--- src/rtl/bcg_pkg.sv ---
package bcg_pkg;
   localparam int unsigned LEN_W = 3;
   localparam logic [LEN_W-1:0] CODE_L1   = 3'd0;
   localparam logic [LEN_W-1:0] CODE_L2   = 3'd1;
   localparam logic [LEN_W-1:0] CODE_L4   = 3'd2;
   localparam logic [LEN_W-1:0] CODE_L8   = 3'd3;
   localparam logic [LEN_W-1:0] CODE_PAGE = 3'd7;

   typedef struct packed {
      logic page;
      logic xo;
   } burst_kind_t;
endpackage

--- src/rtl/bcg_len_decode.sv ---
module bcg_len_decode
   import bcg_pkg::*;
#(
   parameter int unsigned COL_W = 8
) (
   input  logic [LEN_W-1:0] code_i,
   input  logic             wr_i,
   input  logic             single_wr_i,
   output logic [COL_W-1:0] mask_o,
   output logic             page_o
);
   localparam logic [COL_W-1:0] ONE = COL_W'(1);

   always_comb begin
      mask_o = '0;
      page_o = 1'b0;
      if (!(wr_i && single_wr_i)) begin
         unique case (code_i)
            CODE_L2:   mask_o = ONE;
            CODE_L4:   mask_o = COL_W'(3);
            CODE_L8:   mask_o = COL_W'(7);
            CODE_PAGE: begin
               mask_o = '1;
               page_o = 1'b1;
            end
            default:   mask_o = '0;
         endcase
      end
   end
endmodule

--- src/rtl/bcg_order.sv ---
module bcg_order #(
   parameter int unsigned COL_W      = 8,
   parameter bit          XOR_ENABLE = 1'b1
) (
   input  logic [COL_W-1:0] base_i,
   input  logic [COL_W-1:0] beat_i,
   input  logic [COL_W-1:0] mask_i,
   input  logic             xo_i,
   output logic [COL_W-1:0] col_o
);
   logic [COL_W-1:0] sum;
   logic             xo_eff;

   assign sum = base_i + beat_i;

   generate
      if (XOR_ENABLE) begin : g_xor
         assign xo_eff = xo_i;
      end else begin : g_seq_only
         assign xo_eff = 1'b0;
      end
   endgenerate

   for (genvar b = 0; b < COL_W; b++) begin : g_bit
      always_comb begin
         if (!mask_i[b])
            col_o[b] = base_i[b];
         else if (xo_eff)
            col_o[b] = base_i[b] ^ beat_i[b];
         else
            col_o[b] = sum[b];
      end
   end
endmodule

--- src/rtl/bcg_ctrl.sv ---
module bcg_ctrl
   import bcg_pkg::*;
#(
   parameter int unsigned COL_W = 8
) (
   input  logic             clk,
   input  logic             rst_n,
   input  logic             load_i,
   input  logic [COL_W-1:0] first_col_i,
   input  logic [COL_W-1:0] mask_i,
   input  logic             page_i,
   input  logic             xo_i,
   input  logic             adv_i,
   input  logic             stop_i,
   output logic [COL_W-1:0] base_o,
   output logic [COL_W-1:0] beat_o,
   output logic [COL_W-1:0] mask_o,
   output burst_kind_t      kind_o,
   output logic             busy_o,
   output logic             final_o
);
   logic [COL_W-1:0] base_q, beat_q, mask_q;
   burst_kind_t      kind_q;
   logic             busy_q;

   assign final_o = busy_q && !kind_q.page && (beat_q == mask_q);

   always_ff @(posedge clk or negedge rst_n) begin
      if (!rst_n) begin
         base_q <= '0;
         beat_q <= '0;
         mask_q <= '0;
         kind_q <= '0;
         busy_q <= 1'b0;
      end else if (load_i) begin
         base_q       <= first_col_i;
         beat_q       <= '0;
         mask_q       <= mask_i;
         kind_q.page  <= page_i;
         kind_q.xo    <= xo_i && !page_i;
         busy_q       <= 1'b1;
      end else if (busy_q && stop_i) begin
         busy_q <= 1'b0;
      end else if (busy_q && adv_i) begin
         if (final_o) busy_q <= 1'b0;
         else         beat_q <= beat_q + COL_W'(1);
      end
   end

   assign base_o = base_q;
   assign beat_o = beat_q;
   assign mask_o = mask_q;
   assign kind_o = kind_q;
   assign busy_o = busy_q;

   AST_FINAL_ENDS: assert property (@(posedge clk) disable iff (!rst_n)
      final_o && adv_i && !load_i && !stop_i |=> !busy_o);
   AST_STOP_ENDS: assert property (@(posedge clk) disable iff (!rst_n)
      busy_o && stop_i && !load_i |=> !busy_o);
endmodule

--- src/rtl/burst_col_gen.sv ---
module burst_col_gen
   import bcg_pkg::*;
#(
   parameter int unsigned COL_W      = 8,
   parameter bit          XOR_ENABLE = 1'b1
) (
   input  logic             clk,
   input  logic             rst_n,
   input  logic             load_i,
   input  logic [COL_W-1:0] first_col_i,
   input  logic [LEN_W-1:0] len_code_i,
   input  logic             xor_order_i,
   input  logic             wr_i,
   input  logic             single_wr_i,
   input  logic             adv_i,
   input  logic             stop_i,
   output logic [COL_W-1:0] col_o,
   output logic             busy_o,
   output logic             final_o
);
   if (COL_W < 3) begin : g_bad_width
      $error("COL_W must hold an 8-beat block");
   end

   logic [COL_W-1:0] dec_mask, base, beat, mask;
   logic             dec_page;
   burst_kind_t      kind;

   bcg_len_decode #(.COL_W(COL_W)) i_dec (
      .code_i      (len_code_i),
      .wr_i        (wr_i),
      .single_wr_i (single_wr_i),
      .mask_o      (dec_mask),
      .page_o      (dec_page)
   );

   bcg_ctrl #(.COL_W(COL_W)) i_ctrl (
      .clk         (clk),
      .rst_n       (rst_n),
      .load_i      (load_i),
      .first_col_i (first_col_i),
      .mask_i      (dec_mask),
      .page_i      (dec_page),
      .xo_i        (xor_order_i),
      .adv_i       (adv_i),
      .stop_i      (stop_i),
      .base_o      (base),
      .beat_o      (beat),
      .mask_o      (mask),
      .kind_o      (kind),
      .busy_o      (busy_o),
      .final_o     (final_o)
   );

   bcg_order #(.COL_W(COL_W), .XOR_ENABLE(XOR_ENABLE)) i_order (
      .base_i (base),
      .beat_i (beat),
      .mask_i (mask),
      .xo_i   (kind.xo),
      .col_o  (col_o)
   );

   AST_UPPER_HOLD: assert property (@(posedge clk) disable iff (!rst_n)
      busy_o && !kind.page && adv_i && !final_o && !load_i && !stop_i
      |=> ((col_o & ~mask) == ($past(col_o) & ~$past(mask))));
   AST_PAGE_STEP: assert property (@(posedge clk) disable iff (!rst_n)
      busy_o && kind.page && adv_i && !load_i && !stop_i
      |=> (col_o == $past(col_o) + COL_W'(1)) && !final_o);
   AST_IDLE_HOLD: assert property (@(posedge clk) disable iff (!rst_n)
      !busy_o && !load_i |=> $stable(col_o));
endmodule

--- config.mk ---
export PLATFORM = sky130hd
export DESIGN_NAME = burst_col_gen
export DESIGN_NICKNAME = d
export VERILOG_FILES = /design/src/rtl/bcg_pkg.sv /design/src/rtl/bcg_len_decode.sv /design/src/rtl/bcg_order.sv /design/src/rtl/bcg_ctrl.sv /design/src/rtl/burst_col_gen.sv
export SDC_FILE = /design/constraint.sdc
export NUM_CORES = 1
export LEC_CHECK = 0
export BUFFER_PORTS_ARGS = -buffer_cell sky130_fd_sc_hd__buf_2
export CAP_MARGIN = 20
export CORE_MARGIN = 10
export CORE_UTILIZATION = 45
export CTS_BUF_LIST = sky130_fd_sc_hd__clkbuf_16
export DETAILED_ROUTE_END_ITERATION = 7
export GPL_ROUTABILITY_DRIVEN = 0
export PLACE_DENSITY = 0.74
export SYNTH_ARGS = -nofsm -noshare
export SYNTH_HDL_FRONTEND = slang
export SYNTH_HIERARCHICAL = 1
export SYNTH_SLANG_ARGS = --single-unit
--- constraint.sdc ---
create_clock -name clk -period 5 [get_ports clk]
set_input_delay 0 -clock clk [delete_from_list [all_inputs] [get_ports clk]]
set_output_delay 0 -clock clk [all_outputs]
set_load 0.03 [all_outputs]
After elaboration in Yosys (flattened, before gate mapping)
Cells that the tools add are included.

Register bits: 27. Latch bits: 0. Bits in read-only memories: 0. Bits in writable memories: 0. Memories kept: 0. Bits of input ports: 19.

Multipliers: 0. Eq/ne operators: 7. Reductions and logical operators: 13. Muxes and demuxes: 28. $add $sub $neg: 2. Shift operators: 0. Order comparisons: 0. Bitwise gates (word level): 8. Div/mod/pow operators: 0.

Operator list (count): $mux 8 (5); $pmux 8 s4 (1); $mux 1 (22); $add 8x1->8 const B (1); $add 8x8->8 (1); $eq 8x8->1 (1); $xor 1x1->1 (8); $eq 3x2->1 const B (2); $logic_and 1x1->1 (6); $reduce_bool 3->1 (2); $ne 2x2->1 const B (2); $eq 3x1->1 const B (1); $eq 3x3->1 const B (1); $reduce_and 3->1 (1); $logic_not 1->1 (2); $reduce_and 2->1 (1); $reduce_bool 2->1 (1).

Logic depth before layout (Yosys ltp)
Word-level depth: 7. Gate-level depth with buffers: 8.

Cells and area by module
The synthesis kept the hierarchy.

Modules (own cells, without submodules): bcg_ctrl (seq. area each 675.6 µm², cells an instance 99, instances 1, area each 1282.5 µm²); bcg_order (seq. area each 0.0 µm², cells an instance 61, instances 1, area each 442.9 µm²); bcg_len_decode (seq. area each 0.0 µm², cells an instance 14, instances 1, area each 100.1 µm²).

Worst setup path after synthesis
OpenSTA, ideal clock, no wires.

Path kind: reg2out. Start: register i_ctrl.beat_q[0] (netlist: i_ctrl/beat_o[0]). End: output port col_o[4]. Required time: 5.000 ns. Path slack: 2.989 ns. Stages on the path, launching flop included: 9. Arrival time: 2.011 ns. Path through: dfrtp_1 ha_1 inv_1 fa_1 nor2b_1 o21ai_0 a21oi_1 xnor2_1 a21oi_1.

Word-level cells in the longest chain between the ends: 3.

Ends and longest elaborated chain: start: declaration (line bcg_ctrl.sv:22) `logic [COL_W-1:0] base_q, beat_q, mask_q;`; start signal: assignment (line bcg_ctrl.sv:46) `else beat_q <= beat_q + COL_W'(1);`; $add 8x8->8 (line bcg_order.sv:14) `assign sum = base_i + beat_i;`; $mux 1 (line bcg_order.sv:28) `else if (xo_eff)`; $mux 1 (line bcg_order.sv:26) `if (!mask_i[b])`; end: declaration (line burst_col_gen.sv:17) `output logic [COL_W-1:0] col_o,`.

No other way between the ends.

Worst setup path after layout
Same ends and word-level chain as after synthesis.

==> run metrics <==
largest family of logic cells by synthesized area simple AND/OR/NAND/NOR gates; CTS Buf Count 3; post-route setup slack 2.64 ns; n_diodes 0; Resized cells post-CTS 0; Syn Std Cell Area 1830 µm²; WHS 0.00544 ns; Finished Layout Cells 256; global-route wire length before repair 6.66 mm; nets@finish 235; complex-gate fraction of the synthesized area 11.5%; hold crit path type input pin to flip-flop; vias in the first global route 1370; synth unique cells 51; Area growth, synth to finish 16.3%; number of setup violations in the final report 0; CORE AREA 3970 µm²; final hold vios 0; Site Rows 23; grt ovf 0; Post-Synth Adder-Cell Area 6.58%; IO Port Bufs 28; Tcrit/Tclk final 47.2%; RSZ-0062 raised after global routing no; Vias/cell 5.33; routed wire length 3.82 mm; post-CTS setup buffer count 0; Post-Syn Nets 202; total negative slack 0 ns; top-area cell type share of the netlist area 37.0%; Inst Count DP 243; Critical Setup Path Class flip-flop to output pin; synth cell count leaders dfrtp_1 (27), mux2_1 (17), a21oi_1 (12); Final ANT Viol Nets 0; Tot GR Track Use 11.4%; Cells after Synth 174; Clock Path Buffers 2; CTS tree done; Setup Skew 0.00717 ns; antenna violations before repair 0; Clk Latency, worst-skew pair 0.26 ns; Post-Syn Area per Cell 10.5 µm²; CTS sink cnt 27; die height 83.7 µm; Yosys reg bits 27; CP endpoint kind output pin; Max VDD drop 182 µV; status finished, final reports clean; fin util 53.5%; relative slew slack 36.0%; R2R setup slack 2.89 ns; setup slack at placement 2.92 ns; most numerous cell in the Yosys netlist dfrtp_1; root buffer cell clkbuf_16; # fillers 376; Final Slew Violations 0; Async S/R FF share, synth 100%; ys flop type dfrtp_1; total number of vias 1365; Yosys top cell by area dfrtp_1; worst endpoint data arrival time 2.36 ns; hold buffers post-CTS 9; Tmin final 2.36 ns; drt initial violations 131; H-tree lvl count 1; number of flops mapped to enable cells by yosys 0; P_leak 0.951 nW; Detail Placement HPWL 2.82 mm; XOR/XNOR Fraction of Synth Area 7.54%; Pre-antenna DRT Iters 4; multiplexer share of the synthesized area 13.8%; Max FO, Critical Path 5; I/O Pins 29; pin count of the biggest net entering global routing 30; Die Area 7000 µm²; Power Dens Cells 262 nW/µm²; Initial Utilization 46.0%; share of cells above drive strength 1 22.8%; critical path launch point type flip-flop; Synth Area in Simple Gates 16.9%; YS warnings 6; register area share after synthesis 37.0%; Worst-Margin Slew 0.954 ns; Die W 83.7 µm; Peak Freq 0.424 GHz; Clk pin slew, worst setup/hold paths 0.06 ns; Worst EP required 5.00 ns; DR DRC count 0; top cells by area, synth dfrtp_1 (37%), mux2_1 (10%), ha_1 (5.5%); max_cap viols 0; WL per Instance 14.9 µm
-- flip-flops by register name (all words and copies together), names as in the netlist --
signal / cells
i_ctrl/base_o: 8
i_ctrl/kind_o: 2
i_ctrl/beat_o: 8
i_ctrl/busy_o: 1
i_ctrl/mask_o: 8
-- power breakdown --
| part | internal [mW] | switching, mW | total, mW |
|---|---|---|---|
| combinational | 0.0551 | 0.0707 | 0.126 |
| sequential | 0.232 | 0.0172 | 0.250 |
| clock | 0.107 | 0.0732 | 0.180 |
| total | 0.395 | 0.161 | 0.556 |
-- logic make-up after synthesis --
family          count (synthesis)
xor+xnor                       14
buf+inv                        18
mux                            22
compound gates                 31
fa+ha+maj                       9
simple gates                   53
flops                          27
-- layer usage --
layer,share of wire (%),global-route usage [%]
met1,45,14.3
met2,47,18.3
met3,6.3,3.42
met4,1.1,3.20
met5,0,0
-- placed cells by master (no fill, tap or decap), drive strengths merged, types with 3 or more instances in the layout --
master,synthesis,layout
nand3,4,4
nor2,11,11
xnor2,12,12
nand3b,4,4
nor3,4,4
dlygate4sd3,0,9
nor2b,3,3
dfrtp,27,27
clkbuf,2,3
and3,3,3
nand2,10,10
o21ai,5,5
mux2,20,20
a21oi,12,12
o31ai,3,3
inv,8,9
ha,8,8
buf,7,28
-- cell type report --
| cell class | instances | area [µm²] | area share (%) |
|---|---|---|---|
| clock buffer | 3 | 75.1 | 3.54 |
| clock inverter | 1 | 3.75 | 0.177 |
| timing repair buffer | 37 | 230 | 10.8 |
| multi-input combinational | 129 | 1030 | 48.4 |
| sequential | 27 | 676 | 31.8 |
| tap | 50 | 62.6 | 2.95 |
| inverter | 9 | 47.5 | 2.24 |
-- stage by stage --
stage | power, mW | cell area [µm²]
2_1_floorplan | 0.342 | 1830
3_3_place_gp | 0.374 | 1950
3_5_place_dp | 0.376 | 1950
4_1_cts | 0.562 | 2120
5_1_grt | 0.588 | 2120
6_report | 0.556 | 2120
-- worst paths after layout --
path	startpoint	cells after the start	end
setup reg to reg	i_ctrl/beat_o[1]	5	i_ctrl/beat_o[6]
min in group asynchronous	rst_n	2	i_ctrl/mask_o[5]
hold reg to reg	i_ctrl/kind_o[1]	1	i_ctrl/kind_o[1]
hold / removal	xor_order_i	3	i_ctrl/kind_o[0]
max in group asynchronous	rst_n	2	i_ctrl/beat_o[3]
setup / recovery	i_ctrl/beat_o[0]	9	col_o[4]
-- critical path, stage by stage, from the launching register on --
cell,delay [ns]
dfrtp_1,0.48
ha_1,0.26
inv_1,0.07
fa_1,0.40
nor2b_1,0.11
o21ai_0,0.12
a21oi_1,0.23
xnor2_1,0.08
a21oi_1,0.14
buf_2,0.21
(Power assumes the default switching activity.)
